$ cat src/rtl/pport_pkg.sv
package pport_pkg;
  typedef enum logic [1:0] {
    MODE_SPP   = 2'b00,
    MODE_BIDIR = 2'b01,
    MODE_EPP   = 2'b10,
    MODE_ECP   = 2'b11
  } pmode_e;

  localparam logic [1:0] OFF_DATA = 2'd0;
  localparam logic [1:0] OFF_STAT = 2'd1;
  localparam logic [1:0] OFF_CTRL = 2'd2;
  localparam logic [1:0] OFF_ADDR = 2'd3;

  localparam int CTL_W   = 6;
  localparam int CB_STB  = 0;
  localparam int CB_AFD  = 1;
  localparam int CB_INIT = 2;
  localparam int CB_SEL  = 3;
  localparam int CB_IEN  = 4;
  localparam int CB_DIR  = 5;
endpackage

$ cat src/rtl/pport_sync.sv
module pport_sync #(
  parameter int STAGES = 2,
  parameter logic RST_VAL = 1'b1
) (
  input  logic clk,
  input  logic rst,
  input  logic d,
  output logic q
);
  logic [STAGES-1:0] chain;

  always_ff @(posedge clk) begin
    if (rst) chain <= {STAGES{RST_VAL}};
    else     chain <= {chain[STAGES-2:0], d};
  end

  assign q = chain[STAGES-1];
endmodule

$ cat src/rtl/pport_ack_irq.sv
module pport_ack_irq #(
  parameter int SYNC_STAGES = 2
) (
  input  logic clk,
  input  logic rst,
  input  logic ack_n,
  input  logic ien,
  input  logic clr,
  output logic irq
);
  logic ack_s, ack_d, rise;

  pport_sync #(.STAGES(SYNC_STAGES), .RST_VAL(1'b1)) u_sync (
    .clk(clk), .rst(rst), .d(ack_n), .q(ack_s)
  );

  always_ff @(posedge clk) begin
    if (rst) ack_d <= 1'b1;
    else     ack_d <= ack_s;
  end

  assign rise = ack_s & ~ack_d;

  always_ff @(posedge clk) begin
    if (rst)       irq <= 1'b0;
    else if (!ien) irq <= 1'b0;
    else if (rise) irq <= 1'b1;
    else if (clr)  irq <= 1'b0;
  end

  AST_IRQ_NEEDS_ENABLE: assert property (@(posedge clk) disable iff (rst)
    $rose(irq) |-> $past(ien) && $past(rise));
  AST_IRQ_DROPS_ON_DISABLE: assert property (@(posedge clk) disable iff (rst)
    $fell(ien) |=> !irq);
endmodule

$ cat src/rtl/pport_dir.sv
module pport_dir
  import pport_pkg::*;
(
  input  logic [1:0] mode,
  input  logic       dir_in,
  output logic       oe
);
  always_comb begin
    case (pmode_e'(mode))
      MODE_SPP: oe = 1'b1;
      default:  oe = ~dir_in;
    endcase
  end
endmodule

$ cat src/rtl/pport_host_if.sv
module pport_host_if
  import pport_pkg::*;
#(
  parameter int DW          = 8,
  parameter int SYNC_STAGES = 2
) (
  input  logic          clk,
  input  logic          rst,
  input  logic [1:0]    bus_addr,
  input  logic          bus_wr,
  input  logic          bus_rd,
  input  logic [DW-1:0] bus_wdata,
  output logic [DW-1:0] bus_rdata,
  input  logic [1:0]    port_mode,
  output logic [DW-1:0] pd_out,
  input  logic [DW-1:0] pd_in,
  output logic          pd_oe,
  output logic          strobe_n,
  output logic          autofd_n,
  output logic          init_n,
  output logic          selin_n,
  input  logic          err_n_in,
  input  logic          slct_in,
  input  logic          pe_in,
  input  logic          ack_n_in,
  input  logic          busy_in,
  output logic          irq
);
  localparam int PAD_W = DW - CTL_W;

  logic [DW-1:0]    data_q, addr_q, rd_mux, stat_w;
  logic [CTL_W-1:0] ctl_q;
  logic             wr_data, wr_ctrl, wr_addr, rd_stat;

  assign wr_data = bus_wr && bus_addr == OFF_DATA;
  assign wr_ctrl = bus_wr && bus_addr == OFF_CTRL;
  assign wr_addr = bus_wr && bus_addr == OFF_ADDR;
  assign rd_stat = bus_rd && bus_addr == OFF_STAT;

  always_ff @(posedge clk) begin
    if (rst) begin
      data_q <= '0;
      addr_q <= '0;
      pd_out <= '0;
      ctl_q  <= '0;
    end else begin
      if (wr_data) begin
        data_q <= bus_wdata;
        pd_out <= bus_wdata;
      end
      if (wr_addr) begin
        addr_q <= bus_wdata;
        pd_out <= bus_wdata;
      end
      if (wr_ctrl) ctl_q <= bus_wdata[CTL_W-1:0];
    end
  end

  assign strobe_n = ~ctl_q[CB_STB];
  assign autofd_n = ~ctl_q[CB_AFD];
  assign init_n   =  ctl_q[CB_INIT];
  assign selin_n  = ~ctl_q[CB_SEL];

  pport_dir u_dir (
    .mode(port_mode), .dir_in(ctl_q[CB_DIR]), .oe(pd_oe)
  );

  pport_ack_irq #(.SYNC_STAGES(SYNC_STAGES)) u_irq (
    .clk(clk), .rst(rst), .ack_n(ack_n_in), .ien(ctl_q[CB_IEN]),
    .clr(rd_stat), .irq(irq)
  );

  always_comb begin
    stat_w    = '0;
    stat_w[3] = err_n_in;
    stat_w[4] = slct_in;
    stat_w[5] = pe_in;
    stat_w[6] = ack_n_in;
    stat_w[7] = ~busy_in;
  end

  always_comb begin
    case (bus_addr)
      OFF_DATA: rd_mux = pd_oe ? data_q : pd_in;
      OFF_STAT: rd_mux = stat_w;
      OFF_CTRL: rd_mux = {{PAD_W{1'b0}}, ctl_q};
      default:  rd_mux = addr_q;
    endcase
  end

  always_ff @(posedge clk) begin
    if (rst)         bus_rdata <= '0;
    else if (bus_rd) bus_rdata <= rd_mux;
  end

  AST_RESET_PIN_STATE: assert property (@(posedge clk) disable iff (rst)
    $fell(rst) |-> !init_n && strobe_n && autofd_n && selin_n && !irq);
  AST_STATUS_LOW_ZERO: assert property (@(posedge clk) disable iff (rst)
    $past(bus_rd && bus_addr == OFF_STAT) |-> bus_rdata[2:0] == 3'b000);
  AST_BUSY_INVERTED: assert property (@(posedge clk) disable iff (rst)
    $past(bus_rd && bus_addr == OFF_STAT) |-> bus_rdata[7] == !$past(busy_in));
  AST_CTRL_TOP_ZERO: assert property (@(posedge clk) disable iff (rst)
    $past(bus_rd && bus_addr == OFF_CTRL) |-> bus_rdata[DW-1:CTL_W] == '0);
  AST_PRINTER_DRIVES: assert property (@(posedge clk) disable iff (rst)
    port_mode == MODE_SPP |-> pd_oe);
endmodule

$ cat config.mk
export PLATFORM = sky130hd
export DESIGN_NAME = pport_host_if
export DESIGN_NICKNAME = d
export VERILOG_FILES = /design/src/rtl/pport_pkg.sv /design/src/rtl/pport_sync.sv /design/src/rtl/pport_ack_irq.sv /design/src/rtl/pport_dir.sv /design/src/rtl/pport_host_if.sv
export SDC_FILE = /design/constraint.sdc
export NUM_CORES = 1
export LEC_CHECK = 0
export ABC_AREA = 1
export BUFFER_PORTS_ARGS = -buffer_cell sky130_fd_sc_hd__buf_4
export CORE_MARGIN = 5
export CORE_UTILIZATION = 51
export CTS_CLUSTER_SIZE = 16
export DETAILED_ROUTE_END_ITERATION = 7
export GPL_ROUTABILITY_DRIVEN = 0
export GPL_TIMING_DRIVEN = 0
export PLACE_DENSITY_LB_ADDON = 0.12
export SLEW_MARGIN = 20
export SYNTH_ARGS = -nofsm -noshare
export SYNTH_HDL_FRONTEND = slang
export SYNTH_SLANG_ARGS = --single-unit
$ cat constraint.sdc
create_clock -name clk -period 1.1 [get_ports clk]
set_input_delay 0.165 -clock clk [delete_from_list [all_inputs] [get_ports clk]]
set_output_delay 0.165 -clock clk [all_outputs]
set_load 0.02 [all_outputs]
# Word level (Yosys, flattened, before mapping)
# Cells that the tools add are included.
[word_totals]
word_cells = 35
reg_bits = 42
ramBits = 0
latch_bits = 0
rom_bits = 0
input_bits = 29
n_memories = 0
[op_classes]
bitwise = 8
multipliers = 0
reduce_logical = 9
n_lt_le_gt_ge = 0
div_mod_pow = 0
n_mux = 7
n_eq_ne = 3
n_addsub = 0
shift = 0
[ops]
columns = ["operator", "count"]
rows = [
  ["8-bit 2-to-1 mux", 3],
  ["8-bit one-hot mux with 3 select lines", 1],
  ["1-bit inverter", 7],
  ["2-bit equality test (second input constant)", 2],
  ["1-bit logical AND", 4],
  ["2-bit logical NOT", 2],
  ["2-bit nonzero test", 2],
  ["1-bit 2-to-1 mux", 3],
  ["2-bit by 1-bit equality test with 1-bit output (second input constant)", 1],
  ["2-bit OR reduction", 1],
  ["1-bit bitwise AND", 1],
]

# Depth between registers and ports, before layout
[depth]
ltp_word = 4
mapped_depth = 7
ltp_nobuf = 7

# By module
# From an unflattened synthesis, not the netlist that was laid out.
[hier_totals]
cells_unflattened = 239
hier_area_um2 = 1845.5
[modules_own_cells]
columns = ["module", "area_per_inst_um2", "cells_each", "instances", "seq_area_each_um2"]
rows = [
  ["pport_host_if", 1704.1, 221, 1, 760.7],
  ["pport_ack_irq", 77.6, 10, 1, 40.0],
  ["pport_sync", 58.8, 7, 1, 40.0],
  ["pport_dir", 5.0, 1, 1, 0.0],
]

# Least setup slack after synthesis
# No wires, ideal clock.
[synth_timing]
path_kind = "register to register"
startpoint = "register ctl_q[5]"
endpoint = "register bus_rdata[0]"
setup_ns = 0.119
period_less_slack_ns = 1.093
arrival_time_ns = 0.973
path_slack_ns = 0.007
path_stages_with_launch = 6
path_cell_list = "dfxtp_1 -> o21ai_1 -> buf_2 -> a21oi_1 -> o21ai_1 -> a21oi_1"
[synth_via]
elab_chain_cells = 4
[synth_lines]
columns = ["item", "line_no", "text"]
rows = [
  ["from (decl)", "pport_host_if.sv:32", "logic [CTL_W-1:0] ctl_q;"],
  ["from (signal assigned)", "pport_host_if.sv:55", "if (wr_ctrl) ctl_q <= bus_wdata[CTL_W-1:0];"],
  ["1-bit inverter", "pport_dir.sv:11", "default: oe = ~dir_in;"],
  ["1-bit 2-to-1 mux", "pport_dir.sv:9", "case (pmode_e'(mode))"],
  ["named net pd_oe", "pport_host_if.sv:17", "output logic pd_oe,"],
  ["8-bit 2-to-1 mux", "pport_host_if.sv:84", "OFF_DATA: rd_mux = pd_oe ? data_q : pd_in;"],
  ["8-bit one-hot mux with 3 select lines", "pport_host_if.sv:83", "case (bus_addr)"],
  ["to (signal assigned)", "pport_host_if.sv:93", "else if (bus_rd) bus_rdata <= rd_mux;"],
  ["to (decl)", "pport_host_if.sv:13", "output logic [DW-1:0] bus_rdata,"],
]
# The timed path passes the listed nets, and every way through them passes these cells.
# A chain may end at the register's enable or synchronous reset.

# Final worst setup path
[layout_timing]
startpoint = "register ctl_q[5]"
endpoint = "output port pd_oe"
[layout_via]
elab_chain_cells = 2
[layout_lines]
columns = ["item", "line_no"]
rows = [
  ["1-bit inverter", "pport_dir.sv:11"],
  ["1-bit 2-to-1 mux", "pport_dir.sv:9"],
  ["to (decl)", "pport_host_if.sv:17"],
]
# Every way passes these cells.

==> flow_summary_export.csv <==
group,metric,value,unit
floorplan,pin_count,51,
critical_path,path_common_cell,"buf_6",
power_and_ir_drop,powerDensity,1350,mW/mm^2
cts,clockBufferDepth,2,
synthesis,synth_cell_types,19,
critical_path,cp_top_family,"flip-flops",
status,status,"complete, but fails checks",
cts,cts.reportedPaths.clkPinSlew,0.12,ns
grt,track_usage,21.1,%
timing,setup_ws,-0.106,ns
cells_and_area,fin_util,70.7,%
critical_path,cpPeakStageDelay,0.38,ns
floorplan,rows,21,
place,dp_hpwl,3.25,mm
critical_path,crit_buf_inv,2,
timing,fmax,829,MHz
synthesis,synth-seq-cells,42,
critical_path,crit_slowest_cell,"dfxtp_4",
critical_path,arrival,1.04,ns
drt,routedWlPerCell,13.5,um
synthesis,syn-num-nets,263,
synthesis,ys_seq_area_share,47.6,%
power_and_ir_drop,switching_share,27.4,%
run,max_cap_viol_count,0,
synthesis,syn_avg_cell_area,7.56,um^2
critical_path,crit_chain,"o21ai_4 > buf_6 > buf_6",
worst_hold_path,whs_path_depth,3,
power_and_ir_drop,p_comb_share,17.6,%
grt,antenna_found_initial,0,
drt,drt-initial-drc-count,104,
grt,grt_first_pass_wirelength,7.26,mm
power_and_ir_drop,p_clk_share,30.9,%
grt,grt_pass1_vias,1544,
place,io_buffers,49,
status,violations,"setup timing",
drt,dr.pass1.iters,6,
drt,wl,4.60,mm
synthesis,yosysWarnings,0,
floorplan,die_width,68.9,um
power_and_ir_drop,p_int,2310,uW
cts,cts_sinks,42,
worst_hold_path,whs_endpoint,"pd_out[6]",
floorplan,core_area,0.00334,mm^2
floorplan,start_util,53.0,%
timing,tightest_slew,0.516,ns
critical_path,reg2reg_from,"ctl_q[5]",
timing,slew_headroom,65.6,%
critical_path,startpoint,"ctl_q[5]",
timing,fin_crit_sh,110,%
cells_and_area,nets,323,
critical_path,reg2reg_slack,-0.03,ns
critical_path,r2r-end,"bus_rdata[2]",
synthesis,syn_inst,234,
cts,cts-htree-levels,2,
power_and_ir_drop,sequentialPowerShare,51.5,%
timing,skew,0.0108,ns
drt,ant_nets,0,
drt,remaining_drc_errors,0,
cells_and_area,areaGrowthSynthToFinish,33.4,%
synthesis,synth_area,0.00177,mm^2
cts,tritoncts,"done",
cts,root_buffer,"clkbuf_4",
critical_path,path_max_fanout,2,
timing,rsz0062_at_grt,"yes",
grt,grt_max_degree,14,
power_and_ir_drop,vdd_drop_max,0.800,mV
drt,via_per_inst,4.96,
cts,numCtsBuffers,5,
critical_path,rr_worst_depth,6,
power_and_ir_drop,leakagePower,0.00104,uW
floorplan,die_area,0.00474,mm^2
worst_hold_path,hold_class,"in2reg",
critical_path,cp.required,0.94,ns
cts,clkLatencyLatePin,0.36,ns
critical_path,start_kind,"flip-flop",
cells_and_area,drive_gt1_share,29.8,%
timing,hold_violations,0,
timing,period_needed,1.21,ns
timing,slew_violations,0,
worst_hold_path,worstHoldStart,"bus_wdata[6]",
critical_path,critPathCaptureType,"output pin",
timing,finalSetupViolCount,5,
cells_and_area,antennaDiodeCount,0,
grt,grt_remaining_overflow,0,
power_and_ir_drop,switching_power,872,uW
floorplan,die_h,68.9,um
critical_path,critPathKind,"reg2out",
drt,via_count,1693,
power_and_ir_drop,p_total,3180,uW
[logic make-up after synthesis]
family	share of synthesized area, %
AND/OR/NAND/NOR	15.5
flip-flops	47.6
AO/OA/AOI/OAI	26.2
buffers and inverters	10.8
[worst register-to-register path, cell delays in order (launching register included)]
cell,delay [ns]
dfxtp_4,0.38
o21ai_4,0.07
buf_6,0.12
buf_4,0.17
a21oi_2,0.13
o21ai_1,0.08
a21oi_1,0.13
[worst max-delay path by stage]
stage	to	depth (start not counted)
after floorplan	bus_rdata[0]	5
after global placement	bus_rdata[6]	6
after detailed placement	bus_rdata[6]	6
after CTS	pd_oe	3
after global routing	pd_oe	3
final	pd_oe	3
[routing by layer]
| layer | vias up | share of wire (%) | GRT usage [%] | routed length (um) |
|---|---|---|---|---|
| li1 | 893 | - | - | - |
| met1 | 757 | 46 | 27.9 | 2100 |
| met2 | 38 | 48 | 33.8 | 2190 |
| met3 | 5 | 5.6 | 4.21 | 257 |
| met4 | 0 | 1.1 | 8.03 | 49 |
| met5 | - | 0 | 0 | 0 |
[layout by cell type, fill, tap and decap left out, types with 5 or more instances in the layout]
| cell type | Yosys | routed |
|---|---|---|
| a21oi_1 | 43 | 38 |
| a21oi_2 | 1 | 6 |
| buf_4 | 0 | 48 |
| buf_6 | 4 | 9 |
| clkbuf_1 | 5 | 5 |
| clkbuf_4 | 0 | 5 |
| dfxtp_1 | 42 | 41 |
| inv_1 | 27 | 24 |
| inv_2 | 4 | 7 |
| nand2_1 | 22 | 22 |
| nand3_1 | 13 | 13 |
| nor2_1 | 17 | 17 |
| o21ai_0 | 34 | 33 |
| o21ai_1 | 12 | 12 |
[sequential cells by signal, summed over array words and instances (netlist names)]
register,cells
addr_q,8
bus_rdata,8
u_irq.ack_d,1
data_q,8
pd_out,8
u_irq.irq,1
ctl_q,6
u_irq.u_sync.chain,2
[metrics by stage]
| step | hold WS, ns | instance area [um^2] | setup TNS [ns] | std cells | setup WS [ns] |
|---|---|---|---|---|---|
| 2_1_floorplan | 0.259 | 1770 | 0 | 234 | 0.00736 |
| 3_3_place_gp | 0.367 | 2190 | -0.509 | 329 | -0.106 |
| 3_5_place_dp | 0.374 | 2190 | -0.463 | 329 | -0.106 |
| 4_1_cts | 0.0569 | 2330 | -0.104 | 341 | -0.104 |
| 5_1_grt | 0.0620 | 2360 | -0.563 | 341 | -0.148 |
| 6_report | 0.0555 | 2360 | -0.178 | 341 | -0.106 |
[timing repair]
item,in CTS,in global routing
hold endpoints to repair,1,0
endpoints found under the setup margin,6,10
pin swaps,0,5
gates resized for setup,7,12
hold buffers,1,0
setup buffers,3,0
[power groups by stage]
stage	sequential (uW)	combinational, uW	clock, uW
4_1_cts	1640	546	985
2_1_floorplan	1720	241	0
3_3_place_gp	1670	520	0
3_5_place_dp	1670	525	0
6_report	1640	561	985
5_1_grt	1650	617	1080
[layout make-up]
class	count	area, um^2
fillers	316	978
flip-flops and latches	42	845
multi-input cells	150	767
repair buffers	53	415
inverters	31	116
plain buffers	11	80.1
well taps	46	57.6
clock inverters	3	40.0
clock buffers	5	37.5
[synth_stat cells]
| library cell | number | area, um^2 |
|---|---|---|
| a21oi_1 | 43 | 215 |
| a21oi_2 | 1 | 8.76 |
| buf_2 | 2 | 10.0 |
| buf_6 | 4 | 45.0 |
| clkbuf_1 | 5 | 18.8 |
| dfxtp_1 | 42 | 841 |
| inv_1 | 27 | 101 |
| inv_2 | 4 | 15.0 |
| nand2_1 | 22 | 82.6 |
| nand2_2 | 1 | 6.26 |
| nand2_4 | 3 | 33.8 |
| nand3_1 | 13 | 65.1 |
| nor2_1 | 17 | 63.8 |
| nor2_4 | 1 | 11.3 |
| nor3_1 | 1 | 5.00 |
| o21ai_0 | 34 | 170 |
| o21ai_1 | 12 | 60.1 |
| o21ai_2 | 1 | 8.76 |
| or2_2 | 1 | 6.26 |
(Power assumes the default switching activity.)
